### src/rtl/srf_pkg.sv
// Package: shared offsets, bit positions and channel indices for the
// serial register front end. Channel indices equal the enable-bit positions.
package srf_pkg;
    localparam int unsigned NUM_REGS   = 8;
    localparam int unsigned OFS_W      = 3;
    localparam int unsigned NUM_CH     = 2;
    localparam int unsigned CH_RX      = 0;   // enable bit 0
    localparam int unsigned CH_TX      = 1;   // enable bit 1
    localparam int unsigned DLAB_BIT   = 7;

    typedef enum logic [OFS_W-1:0] {
        OFS_DATA = 3'd0,
        OFS_IEN  = 3'd1,
        OFS_IID  = 3'd2,
        OFS_LCTL = 3'd3,
        OFS_MCTL = 3'd4,
        OFS_LSTS = 3'd5,
        OFS_MSTS = 3'd6,
        OFS_SCR  = 3'd7
    } ofs_e;

    localparam logic [7:0] LSTS_TX_EMPTY = 8'h60;  // holding and shifter empty
    localparam logic [7:0] IID_NONE      = 8'h01;
    localparam logic [7:0] IID_PENDING   = 8'h00;
endpackage

### src/rtl/srf_delay_timer.sv
// Module: srf_delay_timer
// Down-counter that expires DELAY cycles after the edge that starts it.
// Assumes start has priority over cancel. Expiry is suppressed in any
// cycle with a start or a cancel.
module srf_delay_timer #(
    parameter int unsigned DELAY = 450
) (
    input  logic clk,
    input  logic rst_n,
    input  logic start,
    input  logic cancel,
    output logic expire,
    output logic busy
);
    localparam int unsigned CNT_W = $clog2(DELAY + 1);
    localparam logic [CNT_W-1:0] LOAD = CNT_W'(DELAY);
    localparam logic [CNT_W-1:0] LAST = CNT_W'(1);

    logic [CNT_W-1:0] count_q;

    // Count register: load on start, clear on cancel, else count down to zero.
    always_ff @(posedge clk) begin
        if (!rst_n)                count_q <= '0;
        else if (start)            count_q <= LOAD;
        else if (cancel)           count_q <= '0;
        else if (count_q != '0)    count_q <= count_q - 1'b1;
    end

    // Expiry and activity flags.
    always_comb begin
        expire = (count_q == LAST) && !start && !cancel;
        busy   = (count_q != '0);
    end

    a_r10_count_bound: assert property (@(posedge clk) disable iff (!rst_n)
        count_q <= LOAD);
    a_r10_reload_full: assert property (@(posedge clk) disable iff (!rst_n)
        start |=> count_q == LOAD);
    a_r9_expire_idles: assert property (@(posedge clk) disable iff (!rst_n)
        expire |=> !busy);
endmodule

### src/rtl/srf_read_mux.sv
// Module: srf_read_mux
// Read-data selection for the eight offsets. Pure combinational.
// Assumes the caller gates the result with a valid read.
module srf_read_mux
    import srf_pkg::*;
(
    input  logic [OFS_W-1:0] ofs,
    input  logic             dlab,
    input  logic             rx_avail,
    input  logic [7:0]       rx_data,
    input  logic [7:0]       ien,
    input  logic [7:0]       lctl,
    input  logic [7:0]       mctl,
    input  logic             pend_any,
    output logic [7:0]       rdata
);
    // Offset decode to read value.
    always_comb begin
        rdata = 8'h00;
        unique case (ofs_e'(ofs))
            OFS_DATA: rdata = (!dlab && rx_avail) ? rx_data : 8'h00;
            OFS_IEN:  rdata = dlab ? 8'h00 : ien;
            OFS_IID:  rdata = pend_any ? IID_PENDING : IID_NONE;
            OFS_LCTL: rdata = lctl;
            OFS_MCTL: rdata = mctl;
            OFS_LSTS: rdata = LSTS_TX_EMPTY | {7'd0, rx_avail};
            OFS_MSTS: rdata = 8'h00;
            OFS_SCR:  rdata = 8'h00;
            default:  rdata = 8'h00;
        endcase
    end
endmodule

### src/rtl/serial_reg_front.sv
// Module: serial_reg_front
// Host register front end of a byte serial port with interrupts deferred
// by per-channel timers. Assumes at most one bus access per cycle, and that
// the receive source updates rx_avail at the edge that pops a byte.
module serial_reg_front
    import srf_pkg::*;
#(
    parameter int unsigned ADDR_W = 4,
    parameter int unsigned DELAY  = 450
) (
    input  logic              clk,
    input  logic              rst_n,
    input  logic              bus_sel,
    input  logic              bus_wr,
    input  logic [ADDR_W-1:0] bus_addr,
    input  logic [7:0]        bus_wdata,
    output logic [7:0]        bus_rdata,
    output logic              bus_err,
    input  logic              rx_avail,
    input  logic [7:0]        rx_data,
    output logic              rx_pop,
    output logic              tx_push,
    output logic [7:0]        tx_data,
    output logic              irq
);
    localparam logic [ADDR_W-1:0] ADDR_LIMIT = ADDR_W'(NUM_REGS);

    logic [7:0]        ien_q, lctl_q, mctl_q;
    logic [NUM_CH-1:0] pend_q;
    logic              recheck_q, avail_q;
    logic [OFS_W-1:0]  ofs;
    logic              in_range, rd_acc, wr_acc, dlab;
    logic              data_rd, data_wr, ien_wr;
    logic [NUM_CH-1:0] tmr_start, tmr_cancel, tmr_expire, tmr_busy, pend_clr;
    logic [7:0]        mux_rdata;

    // Address decode and access qualification.
    always_comb begin
        in_range = bus_addr < ADDR_LIMIT;
        ofs      = bus_addr[OFS_W-1:0];
        rd_acc   = bus_sel && in_range && !bus_wr;
        wr_acc   = bus_sel && in_range && bus_wr;
        dlab     = lctl_q[DLAB_BIT];
        data_rd  = rd_acc && (ofs == OFS_DATA) && !dlab;
        data_wr  = wr_acc && (ofs == OFS_DATA) && !dlab;
        ien_wr   = wr_acc && (ofs == OFS_IEN) && !dlab;
    end

    // Data path strobes toward source and sink.
    always_comb begin
        bus_err = bus_sel && !in_range;
        rx_pop  = data_rd && rx_avail;
        tx_push = data_wr;
        tx_data = bus_wdata;
        irq     = |pend_q;
    end

    // Timer control: starts, cancels and pending clears for both channels.
    always_comb begin
        tmr_start[CH_TX]  = (data_wr && ien_q[CH_TX]) || (ien_wr && bus_wdata[CH_TX]);
        tmr_cancel[CH_TX] = ien_wr && !bus_wdata[CH_TX];
        pend_clr[CH_TX]   = tmr_cancel[CH_TX] || data_wr;
        tmr_start[CH_RX]  = (ien_wr && bus_wdata[CH_RX] && rx_avail)
                         || (!ien_wr && ien_q[CH_RX] && rx_avail && (recheck_q || !avail_q));
        tmr_cancel[CH_RX] = ien_wr && !(bus_wdata[CH_RX] && rx_avail);
        pend_clr[CH_RX]   = tmr_cancel[CH_RX] || data_rd;
    end

    // Control registers written from the bus.
    always_ff @(posedge clk) begin
        if (!rst_n) begin
            ien_q  <= 8'h00;
            lctl_q <= 8'h00;
            mctl_q <= 8'h00;
        end else begin
            if (ien_wr)                            ien_q  <= bus_wdata;
            if (wr_acc && (ofs == OFS_LCTL))       lctl_q <= bus_wdata;
            if (wr_acc && (ofs == OFS_MCTL))       mctl_q <= bus_wdata;
        end
    end

    // History of data reads and of the receive flag, for the restart paths.
    always_ff @(posedge clk) begin
        if (!rst_n) begin
            recheck_q <= 1'b0;
            avail_q   <= 1'b0;
        end else begin
            recheck_q <= data_rd;
            avail_q   <= rx_avail;
        end
    end

    // One delay timer and one pending bit per channel.
    for (genvar ch = 0; ch < NUM_CH; ch++) begin : g_ch
        srf_delay_timer #(.DELAY(DELAY)) i_timer (
            .clk    (clk),
            .rst_n  (rst_n),
            .start  (tmr_start[ch]),
            .cancel (tmr_cancel[ch]),
            .expire (tmr_expire[ch]),
            .busy   (tmr_busy[ch])
        );

        // Pending bit: cleared by its events, set on expiry if enabled.
        always_ff @(posedge clk) begin
            if (!rst_n)                               pend_q[ch] <= 1'b0;
            else if (pend_clr[ch])                    pend_q[ch] <= 1'b0;
            else if (tmr_expire[ch] && ien_q[ch])     pend_q[ch] <= 1'b1;
        end

        a_r9_pend_needs_enable: assert property (@(posedge clk) disable iff (!rst_n)
            $rose(pend_q[ch]) |-> $past(ien_q[ch]));
    end

    srf_read_mux i_read_mux (
        .ofs      (ofs),
        .dlab     (dlab),
        .rx_avail (rx_avail),
        .rx_data  (rx_data),
        .ien      (ien_q),
        .lctl     (lctl_q),
        .mctl     (mctl_q),
        .pend_any (|pend_q),
        .rdata    (mux_rdata)
    );

    // Read data is driven only for valid in-range reads.
    always_comb bus_rdata = rd_acc ? mux_rdata : 8'h00;

    a_r1_err_no_effect: assert property (@(posedge clk) disable iff (!rst_n)
        bus_err |-> !tx_push && !rx_pop && bus_rdata == 8'h00);
    a_r2_dlab_blocks_data: assert property (@(posedge clk) disable iff (!rst_n)
        (bus_sel && lctl_q[DLAB_BIT] && in_range && ofs == OFS_DATA) |-> !tx_push && !rx_pop);
    a_r3_pop_needs_data: assert property (@(posedge clk) disable iff (!rst_n)
        rx_pop |-> rx_avail);
    a_r5_push_clears_tx: assert property (@(posedge clk) disable iff (!rst_n)
        tx_push |=> !pend_q[CH_TX]);
    a_r6_ien_off_cancels_tx: assert property (@(posedge clk) disable iff (!rst_n)
        (ien_wr && !bus_wdata[CH_TX]) |=> !pend_q[CH_TX] && !tmr_busy[CH_TX]);
    a_r7_ien_off_cancels_rx: assert property (@(posedge clk) disable iff (!rst_n)
        (ien_wr && !bus_wdata[CH_RX]) |=> !pend_q[CH_RX] && !tmr_busy[CH_RX]);
endmodule

### config.mk
export PLATFORM = sky130hd
export DESIGN_NAME = serial_reg_front
export DESIGN_NICKNAME = d
export VERILOG_FILES = /design/src/rtl/srf_pkg.sv /design/src/rtl/srf_delay_timer.sv /design/src/rtl/srf_read_mux.sv /design/src/rtl/serial_reg_front.sv
export SDC_FILE = /design/constraint.sdc
export NUM_CORES = 1
export LEC_CHECK = 0
export ABC_AREA = 1
export BUFFER_PORTS_ARGS = -buffer_cell sky130_fd_sc_hd__buf_2
export CAP_MARGIN = 15
export CORE_MARGIN = 5
export CORE_UTILIZATION = 41
export DETAILED_ROUTE_END_ITERATION = 10
export HOLD_SLACK_MARGIN = 0.03
export SLEW_MARGIN = 20
export SYNTH_ARGS = -nofsm -noshare
export SYNTH_HDL_FRONTEND = slang
export SYNTH_SLANG_ARGS = --single-unit
### constraint.sdc
create_clock -name clk -period 1.3 [get_ports clk]
set_input_delay 0.26 -clock clk [delete_from_list [all_inputs] [get_ports clk]]
set_output_delay 0.26 -clock clk [all_outputs]
set_load 0.05 [all_outputs]
======== Word level (Yosys, flattened, before mapping) ========
Index checks and enable logic that the tools add are counted.
word-level totals
  register bits after elaboration ......... 46
  bits in writable memories ............... 0
  latch bits .............................. 0
  memory bits (read-only) ................. 0
  memories ................................ 0
operators by class
  bitwise operators ....................... 1
  reductions and logical operators ........ 57
  magnitude comparators ................... 1
  multiply operators ...................... 0
  equality and inequality tests ........... 9
  multiplexer cells ....................... 11
  add/sub/neg operators ................... 2
  div/mod/pow operators ................... 0
  shift-type cells ........................ 0
operator list
  kind                   number
  $pmux W8 S7            1
  $mux W9                6
  $logic_and A1 B1 Y1    30
  $mux W8                3
  $eq A9 B1 Y1 const B   2
  $reduce_bool A9 Y1     2
  $sub A9 B1 Y9 const B  2
  $eq A3 B3 Y1 const B   4
  $logic_not A1 Y1       11
  $reduce_or A2 Y1       4
  $eq A3 B2 Y1 const B   2
  $reduce_bool A3 Y1     2
  $reduce_or A3 Y1       2
  $logic_or A1 B1 Y1     5
  $lt A4 B4 Y1 const B   1
  $eq A3 B1 Y1 const B   1
  $logic_not A3 Y1       1
  $mux W1                1
  $not A1 Y1             1

======== Logic depth before layout (Yosys ltp) ========
Gate-level depths: netlist of the first run.
  depth in word-level cells ............... 14
  mapped depth ............................ 9
  mapped depth without buffers ............ 9

======== Cells and area by module ========
From an unflattened synthesis of the first run, not the netlist that was laid out.
unflattened totals
  cells, all modules ...................... 441
  area, all modules ....................... 2946.6 um^2
by module, submodules not included
  module            instances  cells an instance  area each (um^2)  seq. area each (um^2)
  serial_reg_front  1          202                1413.9            560.5
  srf_delay_timer   2          78                 551.8             180.2
  srf_read_mux      1          83                 429.2             0.0

======== Least setup slack after synthesis of the first run ========
No wires, ideal clock.
  kind .................................... input port to output port
  from .................................... in bus_addr[1]
  to ...................................... out bus_rdata[1]
  stages on the path ...................... 5
  arrival ................................. 1.655 ns
  slack ................................... -0.615 ns
  cell sequence ........................... nor2_2 > nand2_1 > inv_1 > nand2_1 > a41oi_1
on the way
  cells in the longest elaborated chain, start to end .. 4
  elaborated cells between the ends (all ways) .. 14
  those cells by class .................... order compare (1); eq/ne (7); mux (2); reduce/logical (4)
ends and longest elaborated chain
  what                                                                      RTL line                                    RTL
  start: declaration                                                        serial_reg_front.sv:15                      input logic [ADDR_W-1:0] bus_addr,
  $eq A3 B3 Y1 / $lt A4 B4 Y1 (equally long branches)                       srf_read_mux.sv:20, serial_reg_front.sv:39
  $reduce_or A2 Y1 (no line) / $logic_and A1 B1 Y1 (equally long branches)  -
  $pmux W8 S7 / $logic_and A1 B1 Y1 (equally long branches)                 srf_read_mux.sv:20, serial_reg_front.sv:41
  $mux W8 (*)                                                               serial_reg_front.sv:128                     always_comb bus_rdata = rd_acc ? mux_rdata : 8'h00;
  end: declaration                                                          serial_reg_front.sv:17                      output logic [7:0] bus_rdata,
Every way passes the cells marked *; elsewhere a longest branch is shown, timed or not.

======== Final worst setup path of the first run ========
  from .................................... reg lctl_q[7]
  to ...................................... out bus_rdata[3]
on the way
  cells in the longest elaborated chain, start to end .. 5
  elaborated cells between the ends (all ways) .. 6
  those cells by class .................... mux (4); reduce/logical (2)
ends and longest elaborated chain
  what                      RTL line                 RTL
  start: declaration        serial_reg_front.sv:28   logic [7:0] ien_q, lctl_q, mctl_q;
  start signal: assignment  serial_reg_front.sv:77   if (wr_acc && (ofs == OFS_LCTL)) lctl_q <= bus_wdata;
  $logic_not A1 Y1          srf_read_mux.sv:21       OFS_DATA: rdata = (!dlab && rx_avail) ? rx_data : 8'h00;
  $logic_and A1 B1 Y1       srf_read_mux.sv:21
  $mux W8                   srf_read_mux.sv:21
  $pmux W8 S7 (*)           srf_read_mux.sv:20       unique case (ofs_e'(ofs))
  $mux W8 (*)               serial_reg_front.sv:128
Marked as above.

==> results of run 1 <==
[power breakdown]
group          total (W)  switching [W]  internal (W)  leakage (nW)
logic            0.00235        0.00127       0.00107          1.23
registers        0.00177       0.000147       0.00163         0.376
clock network   0.000919       0.000489      0.000430        0.0482
total            0.00504        0.00191       0.00313          1.65
[sequential cells by signal, indices dropped and copies added, names as in the netlist]
register,cells
avail_q,1
g_ch.i_timer.count_q,18
ien_q,8
lctl_q,8
mctl_q,8
pend_q,2
recheck_q,1
[synthesized netlist by cell type, drive strengths merged]
cell	number
nand2	78
nor2	76
dfxtp	46
inv	43
nand3	30
o21ai	28
a21oi	21
buf	9
a41oi	5
nor3	5
ha	4
nand4	4
clkbuf	3
xor2	3
or2	2
xnor2	2
a221oi	1
clkinv	1
nand3b	1
o211ai	1
o31ai	1
[final timing paths]
check | endpoint | cells past startpoint | slack, ps | start
worst min register to register | ien_q[2] | 2 | 470 | ien_q[2]
worst max-delay path | bus_rdata[3] | 5 | -410 | lctl_q[7]
worst max register to register | g_ch[0].i_timer.count_q[8] | 10 | -120 | lctl_q[7]
worst min-delay path | mctl_q[4] | 3 | 230 | bus_wdata[4]
[cells by family (layout without fill, tap and decap cells)]
group / count (synthesis) / after routing / synth area share
AOI/OAI and AO/OA: 57 / 57 / 0.129
DFF: 46 / 46 / 0.367
xor gates and xnor gates: 5 / 5 / 0.0175
buffers and inverters: 56 / 150 / 0.0993
and+or+nand+nor: 196 / 196 / 0.367
adders and majority gates: 4 / 4 / 0.0200
[routing by layer]
layer,part of all wire,up-vias,global-route usage
met5,0,-,0
met3,0.048,0,0.0391
li1,-,1351,-
met2,0.47,54,0.307
met1,0.48,1178,0.255
met4,0,0,0.0453
[critical path, cell delays in order, from the launching register on]
cell,delay [ps]
dfxtp_2,340
nor2_2,150
buf_12,140
nand3_1,120
a41oi_4,230
buf_6,180
[timing repair]
| action | in CTS | in global routing |
|---|---|---|
| cloned | 0 | 0 |
| pin swaps | 11 | 12 |
| setup endpoints to repair | 28 | 41 |
| hold endpoints to repair | 0 | 0 |
| buffers inserted | 5 | 3 |
| gates resized for setup | 50 | 14 |
[area by class of cell]
type | count | area (sq um)
clock buffers | 7 | 86.3
flip-flops and latches | 46 | 923
clock inverters | 1 | 5.00
inverters | 44 | 185
fillers | 535 | 2210
well taps | 75 | 93.8
repair buffers | 98 | 766
multi-input cells | 262 | 1650
[metrics by stage]
| step | util | power, W | setup TNS [ps] |
|---|---|---|---|
| 2_1_floorplan | - | 0.00327 | -831 |
| 3_3_place_gp | 0.559 | 0.00404 | -10050 |
| 3_5_place_dp | 0.559 | 0.00407 | -10230 |
| 4_1_cts | 0.616 | 0.00504 | -5570 |
| 5_1_grt | 0.626 | 0.00550 | -8470 |
| 6_report | 0.626 | 0.00504 | -5770 |
==> results.toml, run 1 <==
[status]
status = "finished, violations left"
violations = "setup timing"

[route]
final_antenna_net_count = 0
drt-total-wl_microns = 6910
viasPerCell = 4.85
vias = 2583
wl_per_cell_microns = 13.0
drt_iter0_drc = 118
drc = 0
first_pass_iters = 4

[worst_setup_path]
cp.required_ps = 1040
cp-start-kind = "flop"
arrival_ps = 1450
cp_max_fo = 8
end_kind = "output pin"
criticalPathCategory = "flop to output pin"

[synth]
seq_area_frac_synth = 0.367
syn_nets = 393
synth-seq-cells = 46
yosysTopAreaCell = "dfxtp_1"
syn_area_sq_um = 2510
ys_warn_count = 0
netlist.area_leader.share = 0.367
netlist_instances = 364
yosysUniqueCellTypes = 35
netlist_top_cells_area = "dfxtp_1, nand2_1, nor2_1, inv_1, nand3_1"
synth.avg_cell_area_sq_um = 6.89

[die]
start_util = 0.424
die_x_microns = 88.2
ios = 45
die_h_microns = 88.2
rows = 28
coreArea_sq_um = 5920
dieArea_sq_um = 7780

[grt]
antenna_found_initial = 0
grt_pass1_vias = 2497
grt_pass1_wl_microns = 11500
gr-usage-all-layers = 0.188
overflow = 0
grt_max_degree = 14

[placed_design]
placed_area_sq_um = 3310
gp_congestion = 0.844
io_buffers = 44
pre_cts_ws_ps = -450
hpwlAfterDp_microns = 5160
dp.cells = 518

[clocking]
clockBufferDepth = 2
path_clk_slew_ps = 90
cts_max_level = 2
cts_made_buffers = 5
clock-sinks = 46
ctsHoldBuffers = 0
cts_tree = "done"
clock_latency_ps = 290
clockRootBuffer = "clkbuf_8"

[layout]
diodes = 0
area_growth_pct = 47.8
drive_gt1_frac = 0.421
layout_common_cells = "nor2_1, nand2_1, buf_4, dfxtp_1, buf_2"
nNetsFinal = 486
fin_cells = 533
final_cell_area_sq_um = 3710
final_common_cell = "nor2_1"

[sta]
worst_slew_pin_slew_ps = 311
slew_headroom = 0.792
hold_ws_ps = 230
finClkSkew_ps = 5.86
final-hold-violation-count = 0
post-route-min-period_ps = 1710
fmax_ghz = 0.584
fin_ws_ps = -412
fin_crit_sh = 1.32
final-setup-viol-count = 36
finalMaxSlewViolations = 0
grt_setup_unrepaired = "true"

[flow_run]
cap_viol_max_count = 0

[power]
vdd_drop_max_v = 0.00135
p_leak_nw = 1.65
power_density_nw_per_um2 = 1360

[worst_hold_path]
hold_path_class = "input pin to flop"
No activity file was read; power rests on OpenSTA's default activity.
==> run 2: changes to the inputs <==
--- a/config.mk
+++ b/config.mk
@@ -8,10 +8,10 @@
 export ABC_AREA = 1
 export BUFFER_PORTS_ARGS = -buffer_cell sky130_fd_sc_hd__buf_2
 export CAP_MARGIN = 15
-export CORE_MARGIN = 5
 export CORE_UTILIZATION = 41
 export DETAILED_ROUTE_END_ITERATION = 10
 export HOLD_SLACK_MARGIN = 0.03
+export RECOVER_POWER = 100
 export SLEW_MARGIN = 20
 export SYNTH_ARGS = -nofsm -noshare
 export SYNTH_HDL_FRONTEND = slang
==> results.toml, run 2 (synthesis gave the netlist of run 1 again) <==
[status]
status = "finished, violations left"
violations = "setup timing"

[die]
rows = 28
die_h_microns = 80.2
dieArea_sq_um = 6440
die_x_microns = 80.2
ios = 45
coreArea_sq_um = 5920
start_util = 0.424

[worst_hold_path]
hold_end = "mctl_q[7]"
hp-start = "bus_wdata[7]"
min_path_cells = 3
hold_path_class = "input pin to flop"

[clocking]
clock_latency_ps = 300
clockBufferDepth = 2
clockRootBuffer = "clkbuf_8"
cts_made_buffers = 5
cts_tree = "done"
clock-sinks = 46
cts_max_level = 2
ctsHoldBuffers = 0
path_clk_slew_ps = 80

[worst_setup_path]
worstRegToRegCells = 11
cp-start-kind = "flop"
timing.rr.start = "lctl_q[7]"
criticalPathCategory = "flop to output pin"
arrival_ps = 1470
r2r_slack_ps = -380
cp.required_ps = 1040
end_kind = "output pin"
cp_max_fo = 8
r2r_end = "g_ch[0].i_timer.count_q[4]"

[route]
final_antenna_net_count = 0
drt_iter0_drc = 94
wl_per_cell_microns = 13.1
drc = 0
drt-total-wl_microns = 6970
viasPerCell = 4.95
first_pass_iters = 6
vias = 2641

[power]
seqPwrFrac = 0.352
vdd_drop_max_v = 0.00133
power.share.switching = 0.383
clkPwrFrac = 0.183
p_sw_w = 0.00193
finalPower_w = 0.00505
p_leak_nw = 1.64
power_density_nw_per_um2 = 1360
pwr-share-comb = 0.465
p_int_w = 0.00312

[layout]
final_common_cell = "nor2_1"
largest_register_ffs = 18
drive_gt1_frac = 0.404
layout_common_cells = "nor2_1, nand2_1, dfxtp_1, buf_4, inv_1"
multiInputGateArea_sq_um = 1660
area_growth_pct = 47.7
regMostFlops = "g_ch.i_timer.count_q"
final-seq-area_sq_um = 926
fillCellCount = 536
fin_util = 0.626
nNetsFinal = 486
diodes = 0
fin_cells = 533

[sta]
fmax_ghz = 0.579
grt_setup_unrepaired = "true"
fin_crit_sh = 1.33
slew_headroom = 0.605
fin_ws_ps = -428
finClkSkew_ps = 7.25
final-setup-viol-count = 38
finalMaxSlewViolations = 0
final-hold-violation-count = 0
worst_slew_pin_slew_ps = 595
post-route-min-period_ps = 1730

[placed_design]
hpwlAfterDp_microns = 4920
gp_congestion = 0.922
dp.cells = 518
io_buffers = 44

[grt]
grt_pass1_vias = 2453
antenna_found_initial = 0
grt_pass1_wl_microns = 11200
overflow = 0
grt_max_degree = 23
gr-usage-all-layers = 0.225

[flow_run]
cap_viol_max_count = 0
==> run 2: cell count changes in the layout (fill, tap and decap cells not counted), sizes merged <==
cell,change
clkbuf,+14
buf,-14
==> run 2: how the worst max path moves through the flow <==
stage / from / depth (start not counted) / slack, ps / endpoint
final: lctl_q[7] / 5 / -430 / bus_rdata[2]
after global routing: lctl_q[7] / 8 / -490 / bus_rdata[0]
after CTS: lctl_q[7] / 8 / -450 / bus_rdata[0]
after detailed placement: bus_addr[1] / 7 / -440 / bus_rdata[7]
after global placement: bus_addr[2] / 8 / -390 / bus_rdata[1]
after floorplan: bus_addr[2] / 7 / -110 / bus_rdata[6]
==> run 2: critical path, stage by stage, from the launching register on <==
cell and delay [ps]:
dfxtp_4 370, nor2_2 140, buf_12 140, nand3_1 110
a41oi_4 220, buf_6 180
==> run 2: power by group through the flow <==
stage	Sequential [W]	Clock (W)	Combinational, W
floorplan	0.00178	0	0.00149
global placement	0.00180	0	0.00221
detailed placement	0.00180	0	0.00224
CTS	0.00177	0.000960	0.00231
global route	0.00180	0.00102	0.00267
finish	0.00178	0.000927	0.00235
==> run 2: layout make-up <==
type                    count  share of cell area
clock inverters             1             0.00135
repair buffers             98               0.202
flip-flops and latches     46               0.250
clock buffers               7              0.0233
well taps                  75              0.0253
multi-input cells         262               0.448
inverters                  44              0.0507
==> run 2: through the flow <==
step                setup slack [ps]  hold WS [ps]  instance area [sq um]  TNS [ps]
floorplan                       -113           388                   2710      -831
global placement                -391           447                   3320     -8760
detailed placement              -439           450                   3320     -9630
CTS                             -450           218                   3600     -7330
global route                    -487           250                   3700    -15420
finish                          -428           231                   3700    -12230
==> run 2: routing by layer <==
| metal | part of all wire | up-vias | global-route usage |
|---|---|---|---|
| li1 | - | 1351 | - |
| met1 | 0.50 | 1243 | 0.307 |
| met2 | 0.47 | 47 | 0.371 |
| met3 | 0.036 | 0 | 0.0409 |
| met4 | 0 | 0 | 0.0429 |
| met5 | 0 | - | 0 |
==> run 2: timing repair <==
item	in CTS	in global routing
gates resized for setup	47	23
pin swaps	19	9
gates cloned	0	0
hold endpoints to repair	0	0
setup endpoints to repair	28	39
buffers inserted	4	4
